==> src/rtl/bma_pkg.sv <==
package bma_pkg;
  typedef enum logic [2:0] {
    ST_PARK = 3'd0,
    ST_ACC1 = 3'd1,
    ST_ACC2 = 3'd2,
    ST_NPOW = 3'd3,
    ST_RELW = 3'd4
  } bma_state_e;
endpackage

==> src/rtl/bma_rel_timer.sv <==
module bma_rel_timer #(
  parameter int RELEASE_CYC = 2
) (
  input  logic clk,
  input  logic rst_n,
  input  logic load,
  input  logic run,
  output logic done
);
  localparam int CW = (RELEASE_CYC > 2) ? $clog2(RELEASE_CYC) : 1;
  localparam logic [CW-1:0] LOADV = CW'(RELEASE_CYC - 1);

  logic [CW-1:0] cnt_q, cnt_d;
  logic          cnt_en;

  assign done   = (cnt_q == '0);
  assign cnt_en = load | (run & ~done);

  always_comb begin
    cnt_d = cnt_q;
    if (load)     cnt_d = LOADV;
    else if (run) cnt_d = cnt_q - 1'b1;
  end

  always_ff @(posedge clk or negedge rst_n) begin
    if (!rst_n)      cnt_q <= '0;
    else if (cnt_en) cnt_q <= cnt_d;
  end
endmodule

==> src/rtl/bma_addr_hold.sv <==
module bma_addr_hold #(
  parameter int ADDR_W = 16
) (
  input  logic              clk,
  input  logic              rst_n,
  input  logic              cap,
  input  logic [ADDR_W-1:0] addr_in,
  output logic [ADDR_W-1:0] addr_q
);
  always_ff @(posedge clk or negedge rst_n) begin
    if (!rst_n)   addr_q <= '0;
    else if (cap) addr_q <= addr_in;
  end
endmodule

==> src/rtl/bma_fsm.sv <==
module bma_fsm
  import bma_pkg::*;
(
  input  logic clk,
  input  logic rst_n,
  input  logic np_req,
  input  logic pre_req,
  input  logic int_req,
  input  logic rel_done,
  output logic cap,
  output logic rel_load,
  output logic rel_run,
  output bma_state_e state
);
  bma_state_e state_d, pick;
  logic       hold_low_q, hold_low_d;

  // arbitration order: urgent internal, processor, normal internal
  always_comb begin
    if (pre_req)                     pick = ST_ACC1;
    else if (np_req && !hold_low_q)  pick = ST_NPOW;
    else if (int_req)                pick = ST_ACC1;
    else                             pick = ST_PARK;
  end

  always_comb begin
    state_d = state;
    unique case (state)
      ST_PARK: state_d = pick;
      ST_ACC1: state_d = ST_ACC2;
      ST_ACC2: state_d = ST_PARK;
      ST_NPOW: if (pre_req || !np_req) state_d = ST_RELW;
      ST_RELW: if (rel_done) state_d = pick;
      default: state_d = ST_PARK;
    endcase
  end

  assign cap      = (state_d == ST_ACC1);
  assign rel_load = (state == ST_NPOW) && (state_d == ST_RELW);
  assign rel_run  = (state == ST_RELW);

  // a preempted processor must drop its request once before regrant
  always_comb begin
    hold_low_d = hold_low_q;
    if (state == ST_NPOW && pre_req) hold_low_d = 1'b1;
    else if (!np_req)                hold_low_d = 1'b0;
  end

  always_ff @(posedge clk or negedge rst_n) begin
    if (!rst_n) begin
      state      <= ST_PARK;
      hold_low_q <= 1'b0;
    end else begin
      state      <= state_d;
      hold_low_q <= hold_low_d;
    end
  end
endmodule

==> src/rtl/buf_mem_arbiter.sv <==
module buf_mem_arbiter
  import bma_pkg::*;
#(
  parameter int ADDR_W      = 16,
  parameter int RELEASE_CYC = 2
) (
  input  logic              clk,
  input  logic              rst_n,
  input  logic              np_req,
  input  logic              pre_req,
  input  logic              int_req,
  input  logic [ADDR_W-1:0] int_addr,
  output logic              np_ack,
  output logic              strobe,
  output logic [ADDR_W-1:0] addr_out,
  output logic              addr_oe,
  output logic              ctl_oe
);
  bma_state_e state;
  logic cap, rel_load, rel_run, rel_done;

  bma_fsm u_fsm (
    .clk(clk), .rst_n(rst_n), .np_req(np_req), .pre_req(pre_req),
    .int_req(int_req), .rel_done(rel_done), .cap(cap),
    .rel_load(rel_load), .rel_run(rel_run), .state(state)
  );

  bma_rel_timer #(.RELEASE_CYC(RELEASE_CYC)) u_tmr (
    .clk(clk), .rst_n(rst_n), .load(rel_load), .run(rel_run), .done(rel_done)
  );

  bma_addr_hold #(.ADDR_W(ADDR_W)) u_addr (
    .clk(clk), .rst_n(rst_n), .cap(cap), .addr_in(int_addr), .addr_q(addr_out)
  );

  logic drive;
  assign drive   = (state != ST_NPOW) && (state != ST_RELW);
  assign np_ack  = (state == ST_NPOW);
  assign strobe  = (state == ST_ACC1) || (state == ST_ACC2);
  assign addr_oe = drive;
  assign ctl_oe  = drive;
endmodule

==> config.mk <==
export PLATFORM = sky130hd
export DESIGN_NAME = buf_mem_arbiter
export DESIGN_NICKNAME = d
export VERILOG_FILES = /design/src/rtl/bma_pkg.sv /design/src/rtl/bma_rel_timer.sv /design/src/rtl/bma_addr_hold.sv /design/src/rtl/bma_fsm.sv /design/src/rtl/buf_mem_arbiter.sv
export SDC_FILE = /design/constraint.sdc
export NUM_CORES = 1
export LEC_CHECK = 0
export BUFFER_PORTS_ARGS = -buffer_cell sky130_fd_sc_hd__buf_2
export CAP_MARGIN = 20
export CORE_UTILIZATION = 41
export DETAILED_ROUTE_END_ITERATION = 7
export PLACE_DENSITY = 0.73
export SETUP_SLACK_MARGIN = 0.3
export SKIP_LAST_GASP = 1
export SYNTH_ARGS = -nofsm -noshare
export SYNTH_HDL_FRONTEND = slang
export SYNTH_HIERARCHICAL = 1
export SYNTH_SLANG_ARGS = --single-unit
==> constraint.sdc <==
create_clock -name clk -period 1.8 [get_ports clk]
set_input_delay 0.45 -clock clk [delete_from_list [all_inputs] [get_ports clk]]
set_output_delay 0.45 -clock clk [all_outputs]
set_load 0.1 [all_outputs]
==> results by group <==
Global routing
  – Total grt overflow: 0
  – Vias in the first global route: 737
  – GRT Total Usage: 15.24%
  – First-pass GRT wire length: 2918 µm
  – Largest net degree at the start of global routing: 22
  – Antenna violations before repair: 0

Setup path
  – Crit-path slowest cell: dfrtp_1
  – Max FO, Critical Path: 4
  – Critical Path AT: 1.41 ns
  – Setup crit end kind: output pin
  – R2r setup slk: -0.01 ns
  – Worst setup path start: u_fsm/state[1]$_DFF_PN0_
  – Cells along the critical path: buf_6, and3b_4, a21oi_4, buf_12
  – RR Endpoint: u_addr/addr_q[11]$_DFFE_PN0P_
  – Crit path to: ctl_oe
  – CP peak stage delay: 0.41 ns
  – R2r worst-path depth: 8
  – Critical path required time: 1.35 ns
  – CP startpoint kind: flip-flop
  – Setup Crit Path Kind: reg2out
  – Reg2reg start: u_fsm/state[2]$_DFF_PN0_

Drt
  – DRC Markers: 2
  – Avg WL per Cell: 12.99 µm
  – Vias: 717
  – Initial DRC count: 8
  – Detailed Routing Iterations Pass 1: 6
  – Post-Route WL: 1910 µm
  – Antenna viol nets, final: 0
  – Vias per Instance: 4.878

Clock tree
  – CTS Buffer Depth: 2
  – Clock Sinks: 21
  – CTS Buf Count: 3
  – Root Driver: clkbuf_4
  – TritonCTS clock tree: yes
  – Htree depth: 1
  – Clock Pin Slew Worst Setup and Hold Paths: 0.11 ns
  – Worst skew pair latency: 0.30 ns

Place
  – Gpl congestion: 0.8143
  – Placement Cell Area: 0.001274 mm²
  – Dpl hpwl: 1311 µm
  – Port buffer count: 40

Status
  – Violated checks: design-rule violations, negative setup slack
  – Status: complete, but fails checks

Finish
  – Area growth, synth to finish: 48.50%
  – Ant diodes: 0
  – Commonest non-fill, non-tap cells in the layout: buf_4 (22), buf_2 (20), dfrtp_1 (19)
  – Layout cell share with drive strength beyond 1: 70.59%
  – Layout Nets: 141
  – Commonest non-fill, non-tap cell in the layout: buf_4
  – Design area: 0.001429 mm²

Floorplan
  – Die Ht: 50.45 µm
  – I/O pin cnt: 41
  – CORE AREA: 0.002212 mm²
  – DIE AREA: 0.002545 mm²
  – Die extent in x: 50.45 µm
  – Row count: 17
  – Starting Density: 43.50%

Timing
  – Worst slew margin: 70.38%
  – Max Slew Vio Count: 0
  – Final setup margin: -0.05522 ns
  – Final-report setup violation count: 6
  – RSZ-0062 raised after global routing: yes
  – Worst slew pin tran: 0.4443 ns
  – Peak Freq: 0.5390 GHz
  – Fin. Hold Viols: 0
  – Setup Skew: 0.001675 ns
  – Tmin final: 1.855 ns
  – Fin crit share: 103.1%

Yosys
  – Ys Warns: 6
  – Synth cell types: 25
  – Register area share after synthesis: 54.62%
  – Register bit total from synthesis: 21
  – Mapped cell area: 962.2 µm²
  – Synthesized Nets: 89
  – Avg Cell Area, Syn: 14.15 µm²
  – Mapped Cells: 68

Hold path
  – Worst Hold Class: in2async

Run
  – Total of max-cap violations: 0
==> critical path, delay by kind of cell, from the launching register on <==
family	cells	cell delay, ns
DFF	1	0.41
buffers and inverters	2	0.33
and+or+nand+nor	1	0.19
AOI/OAI and AO/OA	1	0.18
==> state kept, by name (all words and copies together), names as in the netlist <==
| name | flops |
|---|---|
| u_fsm/hold_low_q | 1 |
| u_tmr/cnt_q | 1 |
| u_fsm/state | 3 |
| u_addr/addr_q | 16 |
==> area by class of cell <==
class                           instances  area, µm²
Fill cell                             177      783.3
Sequential cell                        21      528.0
Timing Repair Buffer                   50      412.9
Multi-Input combinational cell         40      407.9
Tap cell                               28      35.03
Clock buffer                            3      22.52
Inverter                                4      17.52
Clock inverter                          1      5.005
==> per-stage QoR <==
stage / worst slack, ns / utilization, % / instances / setup TNS [ns] / hold WS (ns)
floorplan: -0.2855 / - / 68 / -0.3249 / 0.1544
global placement: 0.04784 / 57.58 / 136 / 0 / 0.4216
detailed placement: -0.009486 / 57.58 / 136 / -0.02009 / 0.4260
CTS: -0.07617 / 63.01 / 146 / -0.1519 / 0.08533
global route: -0.1179 / 64.59 / 147 / -0.6851 / 0.09453
finish: -0.05522 / 64.59 / 147 / -0.1305 / 0.08021
==> synth_stat cells (all sizes together) <==
cell type  instances  share of area (%)
dfrtp             21                 55
mux2              16                 23
inv                4                1.6
nor2               4                1.6
a21oi              3                2.3
buf                3                4.0
nand2              3                1.2
nand3              2                1.0
a211oi             1               0.78
a22o               1                1.0
and3               1               0.65
and3b              1               0.91
nand4              1               0.65
nor2b              1                1.4
o21ai              1               0.52
o21bai             1                1.2
o22ai              1               0.65
o311ai             1                1.7
or2                1               0.65
xnor2              1               0.91
==> worst min-delay path by stage <==
stage                                    endpoint  startpoint  slack [ns]  cells past startpoint
floorplan            u_addr/addr_q[0]$_DFFE_PN0P_       rst_n        0.15                      0
CTS                 u_addr/addr_q[13]$_DFFE_PN0P_       rst_n        0.09                      1
global route         u_addr/addr_q[3]$_DFFE_PN0P_       rst_n        0.09                      1
finish              u_addr/addr_q[13]$_DFFE_PN0P_       rst_n        0.08                      1
detailed placement   u_addr/addr_q[9]$_DFFE_PN0P_       rst_n        0.43                      1
global placement     u_addr/addr_q[4]$_DFFE_PN0P_       rst_n        0.42                      1
==> kinds of logic (layout without fill, tap and decap cells) <==
kind of cell	after synthesis	count (layout)	synth area share, %
XOR/XNOR	1	1	0.9104
AND/OR/NAND/NOR	14	14	8.063
buffers and inverters	7	58	5.592
AO/OA/AOI/OAI	9	9	8.193
flip-flops	21	21	54.62
multiplexers	16	16	22.63
==> what timing repair did <==
| item | in CTS | in global routing |
|---|---|---|
| resized for setup | 18 | 2 |
| hold buffers | 0 | 0 |
| setup buffers | 6 | 0 |
| gates cloned | 0 | 1 |
| pin swaps | 0 | 1 |
| setup endpoints to repair | 36 | 20 |
==> metal layers <==
layer  GRT usage [%]  routed length [µm]  vias to the layer above
met5               0                   0                        -
met4           2.778                   0                        0
met3           5.758                 126                        0
met2           28.89                1022                       29
met1           15.85                 761                      351
li1                -                   -                      337
Power is left out: the tool's default activity adds up to more than one toggle a clock period on the data nets, which glitch-free logic cannot reach.
